`src/rtl/lrst_pkg.sv`:
```
package lrst_pkg;
  localparam int ADDR_W = 2;
  localparam int DATA_W = 32;

  typedef logic [ADDR_W-1:0] regAddr_t;

  localparam regAddr_t ADDR_CTRL = 2'd0;
  localparam regAddr_t ADDR_STAT = 2'd1;
  localparam regAddr_t ADDR_BOOT = 2'd2;

  // strobes and state handed from control to datapath
  typedef struct packed {
    logic bootWr;
    logic releaseStb;
    logic runQ;
    logic locDone;
    logic modDone;
    logic wdogFlag;
  } ctrlStrobes_t;
endpackage

```
`src/rtl/lrst_ctrl.sv`:
```
module lrst_ctrl
  import lrst_pkg::*;
#(
  parameter int LOC_DONE_CYCLES = 8,
  parameter int MOD_DONE_CYCLES = 4
) (
  input  logic         clk,
  input  logic         rstDevN,
  input  logic         regWrEn,
  input  regAddr_t     regAddr,
  input  logic         runBit,
  input  logic         wdogReq,
  output ctrlStrobes_t strb,
  output logic         coreRstN,
  output logic         memAccessEn
);
  localparam int CNT_W = $clog2(LOC_DONE_CYCLES + 1);
  localparam logic [CNT_W-1:0] LOC_LIM = CNT_W'(LOC_DONE_CYCLES);
  localparam logic [CNT_W-1:0] MOD_LIM = CNT_W'(MOD_DONE_CYCLES);

  logic runQ, runNext, wdogQ, memEnQ;
  logic [CNT_W-1:0] holdCnt;
  logic ctrlWr;

  assign ctrlWr  = regWrEn && (regAddr == ADDR_CTRL);

  // watchdog has priority over a software run write
  always_comb begin
    runNext = runQ;
    if (wdogReq)     runNext = 1'b0;
    else if (ctrlWr) runNext = runBit;
  end

  always_ff @(posedge clk or negedge rstDevN) begin
    if (!rstDevN) begin
      runQ    <= 1'b0;
      wdogQ   <= 1'b0;
      memEnQ  <= 1'b0;
      holdCnt <= '0;
    end else begin
      runQ   <= runNext;
      memEnQ <= 1'b1;
      if (wdogReq) wdogQ <= 1'b1;
      if (runQ)                  holdCnt <= '0;
      else if (holdCnt != LOC_LIM) holdCnt <= holdCnt + 1'b1;
    end
  end

  assign strb.bootWr     = regWrEn && (regAddr == ADDR_BOOT);
  assign strb.releaseStb = !runQ && runNext;
  assign strb.runQ       = runQ;
  assign strb.locDone    = !runQ && (holdCnt == LOC_LIM);
  assign strb.modDone    = !runQ && (holdCnt >= MOD_LIM);
  assign strb.wdogFlag   = wdogQ;

  assign coreRstN    = runQ;
  assign memAccessEn = memEnQ;
endmodule

```
`src/rtl/lrst_datapath.sv`:
```
module lrst_datapath
  import lrst_pkg::*;
#(
  parameter int                ALIGN_BITS   = 10,
  parameter logic [DATA_W-1:0] BOOT_DEFAULT = 32'h20B0_0001
) (
  input  logic              clk,
  input  logic              rstDevN,
  input  ctrlStrobes_t      strb,
  input  regAddr_t          regAddr,
  input  logic [DATA_W-1:0] regWrData,
  output logic [DATA_W-1:0] regRdData,
  output logic [DATA_W-1:0] bootVector
);
  localparam logic [DATA_W-1:0] ALIGN_MASK = {DATA_W{1'b1}} << ALIGN_BITS;
  localparam logic [DATA_W-1:0] VEC_DEFAULT = BOOT_DEFAULT & ALIGN_MASK;

  logic [DATA_W-1:0] bootQ, vecQ;

  always_ff @(posedge clk or negedge rstDevN) begin
    if (!rstDevN) begin
      bootQ <= BOOT_DEFAULT;
      vecQ  <= VEC_DEFAULT;
    end else begin
      if (strb.bootWr)     bootQ <= regWrData;
      if (strb.releaseStb) vecQ  <= bootQ & ALIGN_MASK;
    end
  end

  always_comb begin
    regRdData = '0;
    case (regAddr)
      ADDR_CTRL: regRdData[0] = strb.runQ;
      ADDR_STAT: regRdData[2:0] = {strb.wdogFlag, strb.modDone, strb.locDone};
      ADDR_BOOT: regRdData = bootQ;
      default:   regRdData = '0;
    endcase
  end

  assign bootVector = vecQ;
endmodule

```
`src/rtl/core_lrst_ctrl.sv`:
```
module core_lrst_ctrl
  import lrst_pkg::*;
#(
  parameter int          LOC_DONE_CYCLES = 8,
  parameter int          MOD_DONE_CYCLES = 4,
  parameter int          ALIGN_BITS      = 10,
  parameter logic [31:0] BOOT_DEFAULT    = 32'h20B0_0001
) (
  input  logic        clk,
  input  logic        rstDevN,
  input  logic        regWrEn,
  input  logic [1:0]  regAddr,
  input  logic [31:0] regWrData,
  output logic [31:0] regRdData,
  input  logic        wdogReq,
  output logic        coreRstN,
  output logic        memAccessEn,
  output logic [31:0] bootVector
);
  ctrlStrobes_t strb;

  lrst_ctrl #(
    .LOC_DONE_CYCLES(LOC_DONE_CYCLES),
    .MOD_DONE_CYCLES(MOD_DONE_CYCLES)
  ) u_ctrl (
    .clk(clk), .rstDevN(rstDevN), .regWrEn(regWrEn), .regAddr(regAddr),
    .runBit(regWrData[0]), .wdogReq(wdogReq), .strb(strb),
    .coreRstN(coreRstN), .memAccessEn(memAccessEn)
  );

  lrst_datapath #(
    .ALIGN_BITS(ALIGN_BITS),
    .BOOT_DEFAULT(BOOT_DEFAULT)
  ) u_dp (
    .clk(clk), .rstDevN(rstDevN), .strb(strb), .regAddr(regAddr),
    .regWrData(regWrData), .regRdData(regRdData), .bootVector(bootVector)
  );
endmodule

```
`config.mk`:
```
export PLATFORM = sky130hd
export DESIGN_NAME = core_lrst_ctrl
export DESIGN_NICKNAME = d
export VERILOG_FILES = /design/src/rtl/lrst_pkg.sv /design/src/rtl/lrst_ctrl.sv /design/src/rtl/lrst_datapath.sv /design/src/rtl/core_lrst_ctrl.sv
export SDC_FILE = /design/constraint.sdc
export NUM_CORES = 1
export LEC_CHECK = 0
export ABC_CLOCK_PERIOD_IN_PS = 2000
export BUFFER_PORTS_ARGS = -buffer_cell sky130_fd_sc_hd__buf_2
export CORE_MARGIN = 4
export CORE_UTILIZATION = 49
export CTS_CLUSTER_SIZE = 8
export DETAILED_ROUTE_END_ITERATION = 8
export PLACE_DENSITY = 0.85
export SYNTH_ARGS = -nofsm -noshare
export SYNTH_HDL_FRONTEND = slang
export SYNTH_SLANG_ARGS = --single-unit
```
`constraint.sdc`:
```
create_clock -name clk -period 2 [get_ports clk]
set_clock_uncertainty 0.2 [all_clocks]
set_input_delay 0.3 -clock clk [delete_from_list [all_inputs] [get_ports clk]]
set_output_delay 0.3 -clock clk [all_outputs]
set_load 0.01 [all_outputs]
```
==> summary.txt <==
Clock network
  – CTS root buffer: clkbuf_8
  – Clock transition at the registers of the reported paths: 60 ps
  – CTS tree: built
  – Clock latency on the worst-skew pair: 320 ps
  – Clk buf depth: 2
  – TritonCTS Buffers: 9
  – Clock sinks: 61
  – CTS H-Tree Depth: 3

Placement
  – Final GP Congestion: 0.7266
  – Pre-CTS setup slack: 3.997 ps
  – PortBufs: 93
  – Post-placement cell area: 3258 µm²
  – HPWL after DPL: 3897 µm

Timing
  – Final min period: 1962 ps
  – Max Slew Vio Count: 0
  – Final hold viol count: 0
  – RSZ-0062 raised after global routing: yes
  – Period utilisation layout: 98.09%
  – Setup-failing EPs final: 0
  – Post-route setup slack: 38.19 ps
  – Peak Freq: 0.5097 GHz

Routing
  – Number of nets with antenna violations after routing: 0
  – DR WL/cell: 14.33 µm
  – Initial DRC count: 35
  – Routed via count: 1,921
  – Total iterations of the first detailed-routing run: 4
  – Vias per cell: 4.743
  – Final wirelength: 5802 µm
  – # DRC: 0

Global routing
  – Initial antenna violation count: 0
  – Global-route wire length before repair: 9466 µm
  – Gr usage total: 18.75%
  – Vias in the first global route: 2,055
  – Largest net degree at the start of global routing: 62
  – Total gr overflow: 0

Critical path
  – Register-to-Register Path Depth: 3
  – Startpoint Class: register
  – Flop2flop setup slack: 280 ps
  – Crit Reg-Reg Endpoint: u_dp.bootVector[28]$_DFFE_PN0P_
  – Critical Path Sink Type: output pin
  – Worst Path Max Fanout: 2
  – Worst EP arrival: 1460 ps
  – Required @ worst endpoint: 1500 ps
  – Crit Path Category: reg2out
  – Reg2reg start: u_ctrl.coreRstN$_DFF_PN0_

Min path
  – Worst min-delay path category: in2reg
  – Cells on Worst Hold Path: 2
  – Hold Startpoint: regWrData[2]
  – Hold Crit Endpoint: u_dp.bootQ[2]$_DFFE_PN0P_

Power
  – Cell internal pwr: 2.738 mW
  – Sw frac: 27.67%
  – Leakage: 1.876 nW
  – Switch Pwr: 1.047 mW
  – Seq pwr share: 46.9%
  – PD cells: 1014 nW/µm²
  – Combinational share of power: 25.3%
  – Worst supply voltage drop on vdd: 0.0005598 V
  – Clock power share: 27.8%

Logic synthesis
  – Seq/Total Area, Yosys: 56.20%
  – Synthesized cell area: 2736 µm²
  – Top post-synthesis cells by area: dfrtp_1 48%, mux2_2 22%, dfstp_2 8.6%, and2_1 6.6%, buf_4 2.7%
  – Yosys warns: 0
  – Asr flop ratio synth: 100.0%
  – Gate Count Post-Synth: 202
  – Syn Area/Cell: 13.55 µm²
  – Most used DFF post-synth: dfrtp_1
  – Synth cell types: 27
  – Number of flops mapped to enable cells by yosys: 0
  – Post-synth top area cell: dfrtp_1
  – Register bit total from synthesis: 61
  – Share of the synthesized area in the top cell type: 47.55%

Floorplan
  – Chip Width: 82.73 µm
  – Die area: 6844 µm²
  – # rows: 26
  – Core Area: 5270 µm²
  – I/O pin cnt: 104
  – Initial Util: 51.92%
  – Die Y: 82.73 µm

Flow run
  – Max_cap viols: 0

Finish
  – Area growth from synthesis to layout: 36.40%
  – Final net count: 374
  – Area of the multi-input gates: 1082 µm²
  – Layout cells sized above 1: 54.03%
  – Diode count: 0
  – Register Area: 1539 µm²
  – Design area: 3732 µm²
  – Filler Cell Count: 372

Outcome
  – Status: finished clean
==> cells in the final DEF (no fill, tap or decap), drive strengths merged <==
cell and n:
nand3 2, nor4b 1, dlygate4sd3 25, o21ai 1
a21oi 3, xnor2 1, inv 4, ha 6
dfrtp 52, nand2b 1, xor2 1, clkbuf 16
nand3b 1, nand2 4, or2 1, a21boi 1
buf 102, mux2 54, a22oi 2, dfstp 9
nor2b 2, nor2 4, conb 11, mux2i 2
and2 29
==> layer usage <==
layer	up-vias	global-route usage (%)	wire [µm]
met5	-	0	0
met4	0	7.843	87
met3	9	5.315	442
met2	68	34.21	3059
met1	930	20.15	2212
li1	914	-	-
==> final cells by class <==
cell class,instances,area share (%)
Clock buffer,16,5.364
Inverter,4,0.4023
Multi-Input combinational cell,127,29.00
Sequential cell,61,41.23
Timing Repair Buffer,127,21.66
Tap cell,70,2.347
==> through the flow <==
stage	instances	TNS, ps	power [mW]	util (%)	hold slack [ps]
after global routing	405	-41.87	4.033	70.82	8.481
after CTS	404	0	3.826	70.61	0.7537
final	405	0	3.785	70.82	14.15
after detailed placement	361	0	2.687	61.82	131.7
after floorplan	211	0	2.305	-	-195.6
after global placement	361	0	2.625	61.82	126.7
==> synthesized netlist by cell type, types with 2 or more instances <==
master / instances
nor2_1: 4
a21oi_1: 3
clkbuf_1: 3
buf_4: 10
dfrtp_1: 52
nand2_1: 4
mux2_2: 53
nor2b_1: 2
conb_1: 2
a22oi_1: 2
mux2i_1: 2
buf_6: 3
nand3_1: 2
dfstp_2: 9
ha_1: 6
inv_1: 4
buf_2: 3
and2_1: 29
==> registers in the layout, summed over array words and instances (netlist names) <==
signal              cells
u_ctrl.holdCnt          4
u_dp.bootVector        22
u_ctrl.wdogQ            1
u_dp.bootQ             32
u_ctrl.memAccessEn      1
u_ctrl.coreRstN         1
==> cells by family (layout without fill, tap and decap cells) <==
family,Yosys count,count (layout),synth area share (%)
compound gates,7,7,1.554
xor+xnor,2,2,0.6403
fa+ha+maj,6,6,2.743
buf+inv,23,147,5.486
flops,61,61,56.20
mux,56,56,22.95
other cells,2,11,0.2745
simple gates,45,45,10.15
==> power groups by stage <==
stage	logic (mW)	clock network [mW]	registers, mW
3_3_place_gp	0.843	0	1.78
4_1_cts	0.973	1.08	1.77
5_1_grt	1.07	1.15	1.81
6_report	0.959	1.05	1.77
2_1_floorplan	0.480	0	1.83
3_5_place_dp	0.884	0	1.80
==> worst max-delay path by stage <==
| stage | endpoint | depth (start not counted) | from |
|---|---|---|---|
| 2_1_floorplan | u_dp.bootVector[10]$_DFFE_PN0P_ | 6 | regAddr[0] |
| 3_3_place_gp | u_dp.bootVector[15]$_DFFE_PN0P_ | 7 | regAddr[0] |
| 3_5_place_dp | u_dp.bootVector[16]$_DFFE_PN0P_ | 7 | regAddr[0] |
| 4_1_cts | regRdData[0] | 6 | u_ctrl.holdCnt[0]$_DFFE_PN0P_ |
| 5_1_grt | regRdData[0] | 6 | u_ctrl.holdCnt[0]$_DFFE_PN0P_ |
| 6_report | regRdData[0] | 6 | u_ctrl.holdCnt[0]$_DFFE_PN0P_ |
==> worst max-delay path: stages, from the launching register on <==
cell	delay, ps
dfrtp_1	390
inv_1	70
ha_1	170
nand3b_1	100
nand2b_1	160
a21oi_1	110
buf_2	140
==> timing repair <==
action,CTS,global route
endpoints found under the setup margin,1,2
setup buffers,3,0
hold buffers,24,1
endpoints found under the hold margin,75,1
resized for setup,0,1
(Power assumes the default switching activity.)
